File: src/rtl/rsq_pkg.sv
package rsq_pkg;

    parameter int unsigned RSQ_FSEL_W = 3;

    typedef enum logic [2:0] {
        ST_POWERUP = 3'd0,
        ST_MRST    = 3'd1,
        ST_PRST    = 3'd2,
        ST_RTX     = 3'd3,
        ST_ARM     = 3'd4,
        ST_RUN     = 3'd5
    } seq_state_e;

    typedef struct packed {
        logic                  endian;
        logic [RSQ_FSEL_W-1:0] fsel;
    } seq_cfg_t;

endpackage

File: src/rtl/rsq_sync.sv
module rsq_sync #(
    parameter int unsigned STAGES = 2
) (
    input  logic clk,
    input  logic por_n,
    input  logic async_n,
    output logic sync_n
);
    logic [STAGES-1:0] chain_q;

    always_ff @(posedge clk or negedge por_n) begin
        if (!por_n) begin
            chain_q <= '1;
        end else begin
            chain_q <= {chain_q[STAGES-2:0], async_n};
        end
    end

    assign sync_n = chain_q[STAGES-1];
endmodule

File: src/rtl/rsq_lowqual.sv
module rsq_lowqual #(
    parameter int unsigned MIN_LOW = 4
) (
    input  logic clk,
    input  logic por_n,
    input  logic sync_n,
    output logic active,
    output logic release_p
);
    localparam int unsigned CW = $clog2(MIN_LOW + 1);
    localparam logic [CW-1:0] CMAX = CW'(MIN_LOW);

    logic [CW-1:0] low_cnt_q;
    logic          rel_q;

    always_ff @(posedge clk or negedge por_n) begin
        if (!por_n) begin
            low_cnt_q <= '0;
            rel_q     <= 1'b0;
        end else begin
            rel_q <= sync_n && (low_cnt_q == CMAX);
            if (sync_n) begin
                low_cnt_q <= '0;
            end else if (low_cnt_q != CMAX) begin
                low_cnt_q <= low_cnt_q + 1'b1;
            end
        end
    end

    assign active    = (low_cnt_q == CMAX);
    assign release_p = rel_q;

    // Qualification only follows a synchronised low level
    assert_qual_after_low_R1: assert property (@(posedge clk) disable iff (!por_n)
        $rose(active) |-> $past(!sync_n));

    // A release can only follow a qualified request
    assert_release_after_active_R1: assert property (@(posedge clk) disable iff (!por_n)
        $rose(release_p) |-> $past(active));
endmodule

File: src/rtl/rsq_fsm.sv
module rsq_fsm
    import rsq_pkg::*;
#(
    parameter int unsigned ARM_CYC = 2
) (
    input  logic                  clk,
    input  logic                  por_n,
    input  logic                  m_act,
    input  logic                  m_rel,
    input  logic                  a_act,
    input  logic                  a_rel,
    input  logic                  rt_sel,
    input  logic                  strap_endian,
    input  logic [RSQ_FSEL_W-1:0] strap_fsel,
    output logic                  wr_ptr_clr,
    output logic                  rd_ptr_clr,
    output logic                  in_ready,
    output logic                  out_ready,
    output logic                  almost_empty,
    output logic                  almost_full,
    output logic                  mbox_flag,
    output logic                  flag_force,
    output logic                  ready,
    output logic                  cfg_endian,
    output logic [RSQ_FSEL_W-1:0] cfg_fsel
);
    localparam int unsigned AW = (ARM_CYC > 1) ? $clog2(ARM_CYC) : 1;
    localparam logic [AW-1:0] ARM_LAST = AW'(ARM_CYC - 1);

    seq_state_e state_q, state_d;
    logic [AW-1:0] arm_cnt_q;
    seq_cfg_t  cfg_q;
    logic      ready_q;

    // next-state selection
    always_comb begin
        state_d = state_q;
        if (m_act) begin
            state_d = ST_MRST;                        // mrst_enter
        end else begin
            unique case (state_q)
                ST_POWERUP: state_d = ST_POWERUP;
                ST_MRST:    if (m_rel) state_d = ST_ARM;   // mrst_leave
                ST_PRST:    if (a_rel) state_d = ST_ARM;   // prst_leave
                ST_RTX:     if (a_rel) state_d = ST_RUN;   // rtx_leave
                ST_ARM: begin
                    if (a_act && !rt_sel)          state_d = ST_PRST; // prst_enter
                    else if (arm_cnt_q == ARM_LAST) state_d = ST_RUN; // arm_done
                end
                ST_RUN: begin
                    if (a_act && !rt_sel)     state_d = ST_PRST;  // prst_enter
                    else if (a_act && rt_sel) state_d = ST_RTX;   // rtx_enter
                end
                default:    state_d = ST_POWERUP;
            endcase
        end
    end

    // state register, arm counter, strap capture, ready pulse
    always_ff @(posedge clk or negedge por_n) begin
        if (!por_n) begin
            state_q   <= ST_POWERUP;
            arm_cnt_q <= '0;
            cfg_q     <= '0;
            ready_q   <= 1'b0;
        end else begin
            state_q   <= state_d;
            arm_cnt_q <= (state_q == ST_ARM && state_d == ST_ARM) ? arm_cnt_q + 1'b1 : '0;
            if (state_q == ST_MRST && state_d == ST_ARM) begin
                cfg_q.endian <= strap_endian;
                cfg_q.fsel   <= strap_fsel;
            end
            ready_q <= (state_q == ST_ARM) && (state_d == ST_RUN);
        end
    end

    // outputs per state
    always_comb begin
        wr_ptr_clr   = 1'b0;
        rd_ptr_clr   = 1'b0;
        in_ready     = 1'b0;
        out_ready    = 1'b0;
        almost_empty = 1'b0;
        almost_full  = 1'b1;
        mbox_flag    = 1'b1;
        flag_force   = 1'b1;
        unique case (state_q)
            ST_POWERUP: ;
            ST_MRST, ST_PRST: begin
                wr_ptr_clr = 1'b1;
                rd_ptr_clr = 1'b1;
            end
            ST_ARM: ;
            ST_RTX: begin
                rd_ptr_clr = 1'b1;
                in_ready   = 1'b1;
                flag_force = 1'b0;
            end
            ST_RUN: begin
                in_ready   = 1'b1;
                flag_force = 1'b0;
            end
            default: ;
        endcase
    end

    assign ready      = ready_q;
    assign cfg_endian = cfg_q.endian;
    assign cfg_fsel   = cfg_q.fsel;

    assert_reset_flags_R2: assert property (@(posedge clk) disable iff (!por_n)
        wr_ptr_clr |-> (!in_ready && almost_full && mbox_flag && flag_force && rd_ptr_clr));

    assert_arm_wait_R3: assert property (@(posedge clk) disable iff (!por_n)
        ($rose(in_ready) && !$past(rd_ptr_clr)) |-> ($past(state_q == ST_ARM) && $past(state_q == ST_ARM, 2)));

    assert_ready_pulse_R3: assert property (@(posedge clk) disable iff (!por_n)
        ready |-> (in_ready && !$past(in_ready)));

    assert_cfg_hold_R5: assert property (@(posedge clk) disable iff (!por_n)
        (state_q != ST_MRST) |=> $stable(cfg_q));

    assert_rtx_write_side_R6: assert property (@(posedge clk) disable iff (!por_n)
        (rd_ptr_clr && !wr_ptr_clr) |-> (in_ready && !flag_force && !ready));

    assert_master_dominates_R7: assert property (@(posedge clk) disable iff (!por_n)
        m_act |=> (state_q == ST_MRST));
endmodule

File: src/rtl/fifo_rst_seq.sv
module fifo_rst_seq
    import rsq_pkg::*;
#(
    parameter int unsigned SYNC_STAGES = 2,
    parameter int unsigned MIN_LOW     = 4,
    parameter int unsigned ARM_CYC     = 2
) (
    input  logic                  clk,
    input  logic                  por_n,
    input  logic                  mrst_n,
    input  logic                  aux_rst_n,
    input  logic                  rt_sel,
    input  logic                  strap_endian,
    input  logic [RSQ_FSEL_W-1:0] strap_fsel,
    output logic                  wr_ptr_clr,
    output logic                  rd_ptr_clr,
    output logic                  in_ready,
    output logic                  out_ready,
    output logic                  almost_empty,
    output logic                  almost_full,
    output logic                  mbox_flag,
    output logic                  flag_force,
    output logic                  ready,
    output logic                  cfg_endian,
    output logic [RSQ_FSEL_W-1:0] cfg_fsel
);
    localparam int unsigned NREQ = 2;   // index 0: master, 1: shared

    logic [NREQ-1:0] raw_n, sync_n, act, rel;

    assign raw_n = {aux_rst_n, mrst_n};

    for (genvar g = 0; g < NREQ; g++) begin : g_req
        rsq_sync #(.STAGES(SYNC_STAGES)) u_sync (
            .clk     (clk),
            .por_n   (por_n),
            .async_n (raw_n[g]),
            .sync_n  (sync_n[g])
        );
        rsq_lowqual #(.MIN_LOW(MIN_LOW)) u_qual (
            .clk       (clk),
            .por_n     (por_n),
            .sync_n    (sync_n[g]),
            .active    (act[g]),
            .release_p (rel[g])
        );
    end

    rsq_fsm #(.ARM_CYC(ARM_CYC)) u_fsm (
        .clk          (clk),
        .por_n        (por_n),
        .m_act        (act[0]),
        .m_rel        (rel[0]),
        .a_act        (act[1]),
        .a_rel        (rel[1]),
        .rt_sel       (rt_sel),
        .strap_endian (strap_endian),
        .strap_fsel   (strap_fsel),
        .wr_ptr_clr   (wr_ptr_clr),
        .rd_ptr_clr   (rd_ptr_clr),
        .in_ready     (in_ready),
        .out_ready    (out_ready),
        .almost_empty (almost_empty),
        .almost_full  (almost_full),
        .mbox_flag    (mbox_flag),
        .flag_force   (flag_force),
        .ready        (ready),
        .cfg_endian   (cfg_endian),
        .cfg_fsel     (cfg_fsel)
    );
endmodule

File: config.mk
export PLATFORM = sky130hd
export DESIGN_NAME = fifo_rst_seq
export DESIGN_NICKNAME = d
export VERILOG_FILES = /design/src/rtl/rsq_pkg.sv /design/src/rtl/rsq_sync.sv /design/src/rtl/rsq_lowqual.sv /design/src/rtl/rsq_fsm.sv /design/src/rtl/fifo_rst_seq.sv
export SDC_FILE = /design/constraint.sdc
export NUM_CORES = 1
export LEC_CHECK = 0
export BUFFER_PORTS_ARGS = -buffer_cell sky130_fd_sc_hd__buf_2
export CORE_AREA = 2 2 41 62
export CTS_CLUSTER_SIZE = 20
export DETAILED_ROUTE_END_ITERATION = 10
export DIE_AREA = 0 0 43 64
export PLACE_DENSITY = 0.71
export SKIP_LAST_GASP = 1
export SYNTH_ARGS = -nofsm -noshare
export SYNTH_HDL_FRONTEND = slang
export SYNTH_SLANG_ARGS = --single-unit
File: constraint.sdc
create_clock -name clk -period 1.5 [get_ports clk]
set_input_delay 0.3 -clock clk [delete_from_list [all_inputs] [get_ports clk]]
set_output_delay 0.3 -clock clk [all_outputs]
set_load 0.02 [all_outputs]
==> flow_summary.yaml, run 1 <==
outcome:
  status: "finished with violations"
  violations: "negative setup slack"
timing:
  finalHoldViolations: 0
  setup_viol: 10
  finalCritPeriodShare_pct: 108
  fmax_mhz: 618
  min_period_ns: 1.62
  skew_ns: 0.00577
  setup_ws_ns: -0.117
  fin_setup_tns_ns: -0.450
  grt_setup_unrepaired: "yes"
  maxSlewViolCount: 0
layout:
  fillers: 174
  drive_above_1_share_pct: 50.0
  diodes: 0
  layout_common_cells: "dfrtp_1 (17), buf_4 (15), buf_2 (13)"
  design_area_mm2: 0.00139
  synthToLayoutAreaGrowth_pct: 37.9
  nets: 143
  final_util_pct: 63.2
  final_common_cell: "dfrtp_1"
pwr:
  powerDensity_mw_per_mm2: 1230
  peakVddDrop_uv: 808
  p_leak_nw: 0.669
  fin_total_pwr_w: 0.00172
clocking:
  cts_buffers: 3
  worst_skew_pair.late_latency_ns: 0.30
  clock_path_buffers: 2
  cts_tree: "built"
  clkSinkCount: 21
  path_clk_slew_ns: 0.12
  cts-root-buf: "clkbuf_4"
  htreeDepth: 1
die:
  fp.dieH_um: 64
  start_util_pct: 45.8
  io_pins: 22
  core_mm2: 0.00221
  die_width_um: 43
  dieArea_mm2: 0.00275
  num_rows: 21
setup_path:
  critPathMaxFanout: 6
  critPathKind: "register to output port"
  worst-endpoint-arrival_ns: 1.32
  start_kind: "register"
  required_ns: 1.20
  endpoint_kind: "output port"
global_route:
  antenna_found_initial: 0
  grt_pass1_vias: 819
  grt_max_degree: 22
  grt_first_pass_wirelength_um: 3540
  grt_overflow: 0
  grt_usage_pct: 16.8
drt:
  num_vias: 745
  drc: 0
  drt-pass1-iter-count: 3
  wire_per_inst_um: 13.4
  viasPerCell: 4.93
  drt_wl_total_um: 2020
  antenna_left: 0
  drt_iter0_drc: 11
logic_synthesis:
  ys_top_cells_by_area: "dfrtp_1 (42%), dfstp_2 (10%), ha_1 (6.2%)"
  yosysWarnings: 0
  synth_top_area_share_pct: 42.1
  synth_flop_cell: "dfrtp_1"
  async_reset_ff_share_pct: 100
  synth-seq-cells: 21
  synth.avg_cell_area_um2: 11.0
  netlist-cell-type-count: 29
  syn_area_mm2: 0.00101
  synth_top_area_cell: "dfrtp_1"
  syn_inst: 92
  yosysSeqAreaShare_pct: 52.5
  synth_edf_count: 0
hold_path:
  hold_class: "input pin to register"
placement:
  dpl-instance-area_mm2: 0.00115
  port_buffers: 17
  hpwlAfterDp_um: 1360
  routabilityCongestion: 0.824
job:
  maxCapViolations: 0
-- power by group --
group	switching [W]	internal [W]	total (W)
Clock	0.000166	0.0000992	0.000266
Sequential	0.0000614	0.000667	0.000728
Combinational	0.000344	0.000378	0.000722
Total	0.000572	0.00114	0.00172
-- final timing paths --
| path | slack (ns) | end | from | cells past startpoint |
|---|---|---|---|---|
| worst min-delay path | 0.08 | g_req[0].u_sync.chain_q[0]$_DFF_PN1_ | mrst_n | 1 |
| min in group asynchronous | 0.46 | g_req[0].u_qual.low_cnt_q[1]$_DFFE_PN0P_ | por_n | 2 |
| worst max-delay path | -0.12 | rd_ptr_clr | u_fsm.state_q[1]$_DFF_PN0_ | 4 |
| max in group asynchronous | 0.70 | g_req[1].u_sync.chain_q[0]$_DFF_PN1_ | por_n | 2 |
| worst max register to register | -0.05 | u_fsm.arm_cnt_q$_DFF_PN0_ | u_fsm.state_q[1]$_DFF_PN0_ | 6 |
| worst min register to register | 0.36 | g_req[1].u_sync.chain_q[1]$_DFF_PN1_ | g_req[1].u_sync.chain_q[0]$_DFF_PN1_ | 0 |
-- area by class of cell --
cell class	count	area [µm²]	area share, %
multi-input cells	62	522	37.4
clock inverters	1	5.00	0.359
clock buffers	3	22.5	1.62
well taps	23	28.8	2.06
repair buffers	36	267	19.1
flip-flops and latches	21	531	38.1
inverters	5	18.8	1.35
-- sequential cells by signal (all words and copies together) (netlist names) --
name	flops
g_req.u_qual.low_cnt_q	6
g_req.u_qual.release_p	2
g_req.u_sync.chain_q	4
u_fsm.arm_cnt_q	1
u_fsm.cfg_endian	1
u_fsm.cfg_fsel	3
u_fsm.ready	1
u_fsm.state_q	3
-- per-layer routing --
layer,track usage (%),wire length [µm],up-vias
met5,0,0,-
met4,6.82,12,0
met2,31.4,1210,9
li1,-,-,369
met3,1.98,32,2
met1,18.3,757,365
-- critical path, stage by stage, from the launching register on --
cell and delay [ns]:
dfrtp_1 0.43, buf_6 0.15, nor3b_4 0.19, or2_4 0.15
buf_6 0.10
-- through the flow --
stage               std cells  hold slack (ns)  setup WS [ns]
finish                    151           0.0823         -0.117
global route              151           0.0668         -0.170
CTS                       147           0.0735         -0.118
detailed placement        136            0.279        -0.0561
global placement          136            0.274         0.0552
floorplan                  94          0.00441        0.00305
-- synthesized netlist by cell type, drive strengths merged, types with 3 or more instances --
cell    number
and3         3
nand3        5
nand2b       4
inv          5
mux2         4
dfrtp       17
dfstp        4
nand2        8
buf          6
xnor2        3
nor2         7
ha           5
-- kinds of logic after synthesis --
| family | Yosys count | synth area share (%) |
|---|---|---|
| AOI/OAI and AO/OA | 8 | 5.94 |
| xor gates and xnor gates | 3 | 2.60 |
| adders and majority gates | 5 | 6.19 |
| buffers and inverters | 11 | 6.06 |
| DFF | 21 | 52.5 |
| muxes | 5 | 5.45 |
| other | 2 | 0.743 |
| and+or+nand+nor | 37 | 20.5 |
-- what timing repair did --
item / in CTS / in global routing
gates resized for setup: 20 / 12
setup endpoints to repair: 7 / 13
hold buffers: 1 / 0
endpoints found under the hold margin: 17 / 0
pin swaps: 7 / 4
gates cloned: 0 / 0
setup buffers: 6 / 4
Note: power is estimated with default switching activity, not from simulation.
==> run 2: changes to the inputs <==
ABC_AREA = 1   (was default)
CTS_BUF_LIST = sky130_fd_sc_hd__clkbuf_2 sky130_fd_sc_hd__clkbuf_4 sky130_fd_sc_hd__clkbuf_8   (was default)
PLACE_DENSITY = 0.82   (was 0.71)
==> run 2 against run 1 <==
The flow still finishes with violations (negative setup slack). Final cell count increased by 15%. Global-route usage decreased by 0.40 points. Synthesized area increased by 4.7%. Clock-buffer cell count increased by 1. Register-to-register slack about the same. Sequential cell count unchanged. Sequential power about the same. Non-clock buffer count decreased by 5. Sequential share of layout area decreased by 0.22 points. Utilization increased by 0.51 points. Routed wire length increased by 0.79%. Die area unchanged. Highest routed layer unchanged.
==> flow_summary.yaml, run 2 <==
drt:
  antenna_left: 0
  num_vias: 861
  drt-pass1-iter-count: 4
  wire_per_inst_um: 11.7
  viasPerCell: 4.95
  drc: 0
  drt_iter0_drc: 28
  drt_wl_total_um: 2030
setup_path:
  endpoint_kind: "output port"
  worst-endpoint-arrival_ns: 1.30
  required_ns: 1.20
  start_kind: "register"
  cp_cell_sequence: "inv_2 -> ha_4 -> or2_4 -> buf_6"
  cpLargestDelayFamily: "flip-flops"
  slowest_delay_ns: 0.38
  critPathMaxFanout: 5
  reg2reg_slack_ns: -0.04
  path_buf_inv: 2
  worst_path_max_delay_cell: "dfrtp_1"
  critPathKind: "register to output port"
global_route:
  grt_max_degree: 22
  grt_first_pass_wirelength_um: 3330
  grt_overflow: 0
  antenna_found_initial: 0
  grt_pass1_vias: 843
  grt_usage_pct: 16.3
layout:
  top_regs: "g_req.u_qual.low_cnt_q x6, g_req.u_sync.chain_q x4"
  drive_above_1_share_pct: 44.4
  multi_input_area_um2: 526
  final_common_cell: "dfrtp_1"
  diodes: 0
  layout_common_cells: "dfrtp_1 (16), nand2_1 (14), inv_1 (13), buf_2 (13), nor2_1 (11)"
  final_util_pct: 63.7
  largest_reg_flops: 6
  synthToLayoutAreaGrowth_pct: 32.7
  register_area_um2: 532
  fillers: 193
  design_area_mm2: 0.00141
  nets: 166
  largest-register: "g_req.u_qual.low_cnt_q"
placement:
  routabilityCongestion: 0.757
  dpl-instance-area_mm2: 0.00117
  hpwlAfterDp_um: 1470
  port_buffers: 17
clocking:
  cts_tree: "built"
  htreeDepth: 1
  cts-root-buf: "clkbuf_4"
  clkSinkCount: 21
  path_clk_slew_ns: 0.11
  clock_path_buffers: 2
  worst_skew_pair.late_latency_ns: 0.30
  cts_buffers: 3
logic_synthesis:
  synth_top_area_cell: "dfrtp_1"
  syn_area_mm2: 0.00106
  async_reset_ff_share_pct: 100
  synth-seq-cells: 21
  synthTopCellsByCount: "nand2_1 (21), dfrtp_1 (17), inv_1 (15), nor2_1 (14)"
  synth_top_area_share_pct: 40.2
  ys_top_cells_by_area: "dfrtp_1 (40%), dfstp_2 (9.9%), nand2_1 (7.4%)"
  yosysWarnings: 0
  yosysMostFrequentCell: "nand2_1"
  netlist-cell-type-count: 22
  synth_flop_cell: "dfrtp_1"
  syn_inst: 118
  synth.avg_cell_area_um2: 8.97
  yosysSeqAreaShare_pct: 50.1
  synth_edf_count: 0
job:
  maxCapViolations: 0
die:
  fp.dieH_um: 64
  start_util_pct: 48.0
  die_width_um: 43
  dieArea_mm2: 0.00275
  io_pins: 22
  core_mm2: 0.00221
  num_rows: 21
hold_path:
  hold_class: "input pin to register"
pwr:
  p_leak_nw: 0.755
  powerDensity_mw_per_mm2: 1230
  peakVddDrop_uv: 714
  fin_total_pwr_w: 0.00173
outcome:
  violations: "negative setup slack"
  status: "finished with violations"
timing:
  finalHoldViolations: 0
  maxSlewViolCount: 0
  setup_ws_ns: -0.102
  grt_setup_unrepaired: "yes"
  fin_setup_tns_ns: -0.342
  setup_viol: 9
  skew_ns: 0.00216
  min_period_ns: 1.60
  finalCritPeriodShare_pct: 107
  fmax_mhz: 624
run 2: final timing paths:
| check | start | depth (start not counted) | end |
|---|---|---|---|
| min in group asynchronous | por_n | 2 | u_fsm.cfg_endian$_DFFE_PN0P_ |
| max reg2reg | u_fsm.state_q[2]$_DFF_PN0_ | 8 | u_fsm.cfg_fsel[1]$_DFFE_PN0P_ |
| min reg2reg | g_req[0].u_sync.chain_q[0]$_DFF_PN1_ | 0 | g_req[0].u_sync.chain_q[1]$_DFF_PN1_ |
| max in group asynchronous | por_n | 2 | g_req[0].u_sync.chain_q[0]$_DFF_PN1_ |
| max | u_fsm.state_q[2]$_DFF_PN0_ | 4 | rd_ptr_clr |
| min | aux_rst_n | 1 | g_req[1].u_sync.chain_q[0]$_DFF_PN1_ |
run 2: area by class of cell:
type	count	area share, %
inverter	16	4.27
clock buffer	4	2.14
tap	23	2.05
timing repair buffer	31	16.3
multi-input combinational	79	37.4
sequential	21	37.8
run 2: cells by family (layout without fill, tap and decap cells):
family / count (synthesis) / count (layout) / synth area share [%]
flip-flops: 21 / 21 / 50.1
AND/OR/NAND/NOR: 59 / 59 / 27.5
buffers and inverters: 20 / 51 / 8.51
XOR/XNOR: 2 / 2 / 1.66
other: 2 / 4 / 0.709
AO/OA/AOI/OAI: 9 / 9 / 5.56
adder cells (fa/ha/maj): 5 / 5 / 5.91
run 2: repair_timing:
action | 4_1_cts | 5_1_grt
endpoints found under the hold margin | 17 | 0
gates resized for setup | 13 | 21
setup endpoints to repair | 4 | 11
hold buffers | 1 | 0
buffers inserted | 4 | 6
pin swaps | 3 | 9
run 2: per-stage QoR:
stage | instances | worst slack (ns) | hold slack [ns]
finish | 174 | -0.102 | 0.0868
global placement | 159 | 0.0743 | 0.269
CTS | 168 | -0.109 | 0.0767
floorplan | 120 | 0.0442 | 0.00441
global route | 174 | -0.156 | 0.0625
detailed placement | 159 | 0.0207 | 0.274
run 2: report_power, final:
part           switching [W]  internal (W)  leakage [nW]
clock               0.000159      0.000122        0.0184
combinational       0.000391      0.000334         0.465
sequential         0.0000595      0.000665         0.271
total               0.000610       0.00112         0.755
run 2: metal layers:
layer / track usage, % / vias to the layer above / routed length (µm)
li1: - / 430 / -
met4: 9.09 / 0 / 36
met5: 0 / - / 0
met1: 16.7 / 410 / 769
met2: 30.3 / 17 / 1180
met3: 2.54 / 4 / 44
run 2: worst reg2reg max path, cell delays in order (launching register included):
cell and delay (ns):
dfrtp_1 0.41, inv_2 0.14, nand2_2 0.09, buf_6 0.13, buf_6 0.11, a21oi_4 0.28
nand3_4 0.14, nand2_2 0.09, nand2_2 0.04
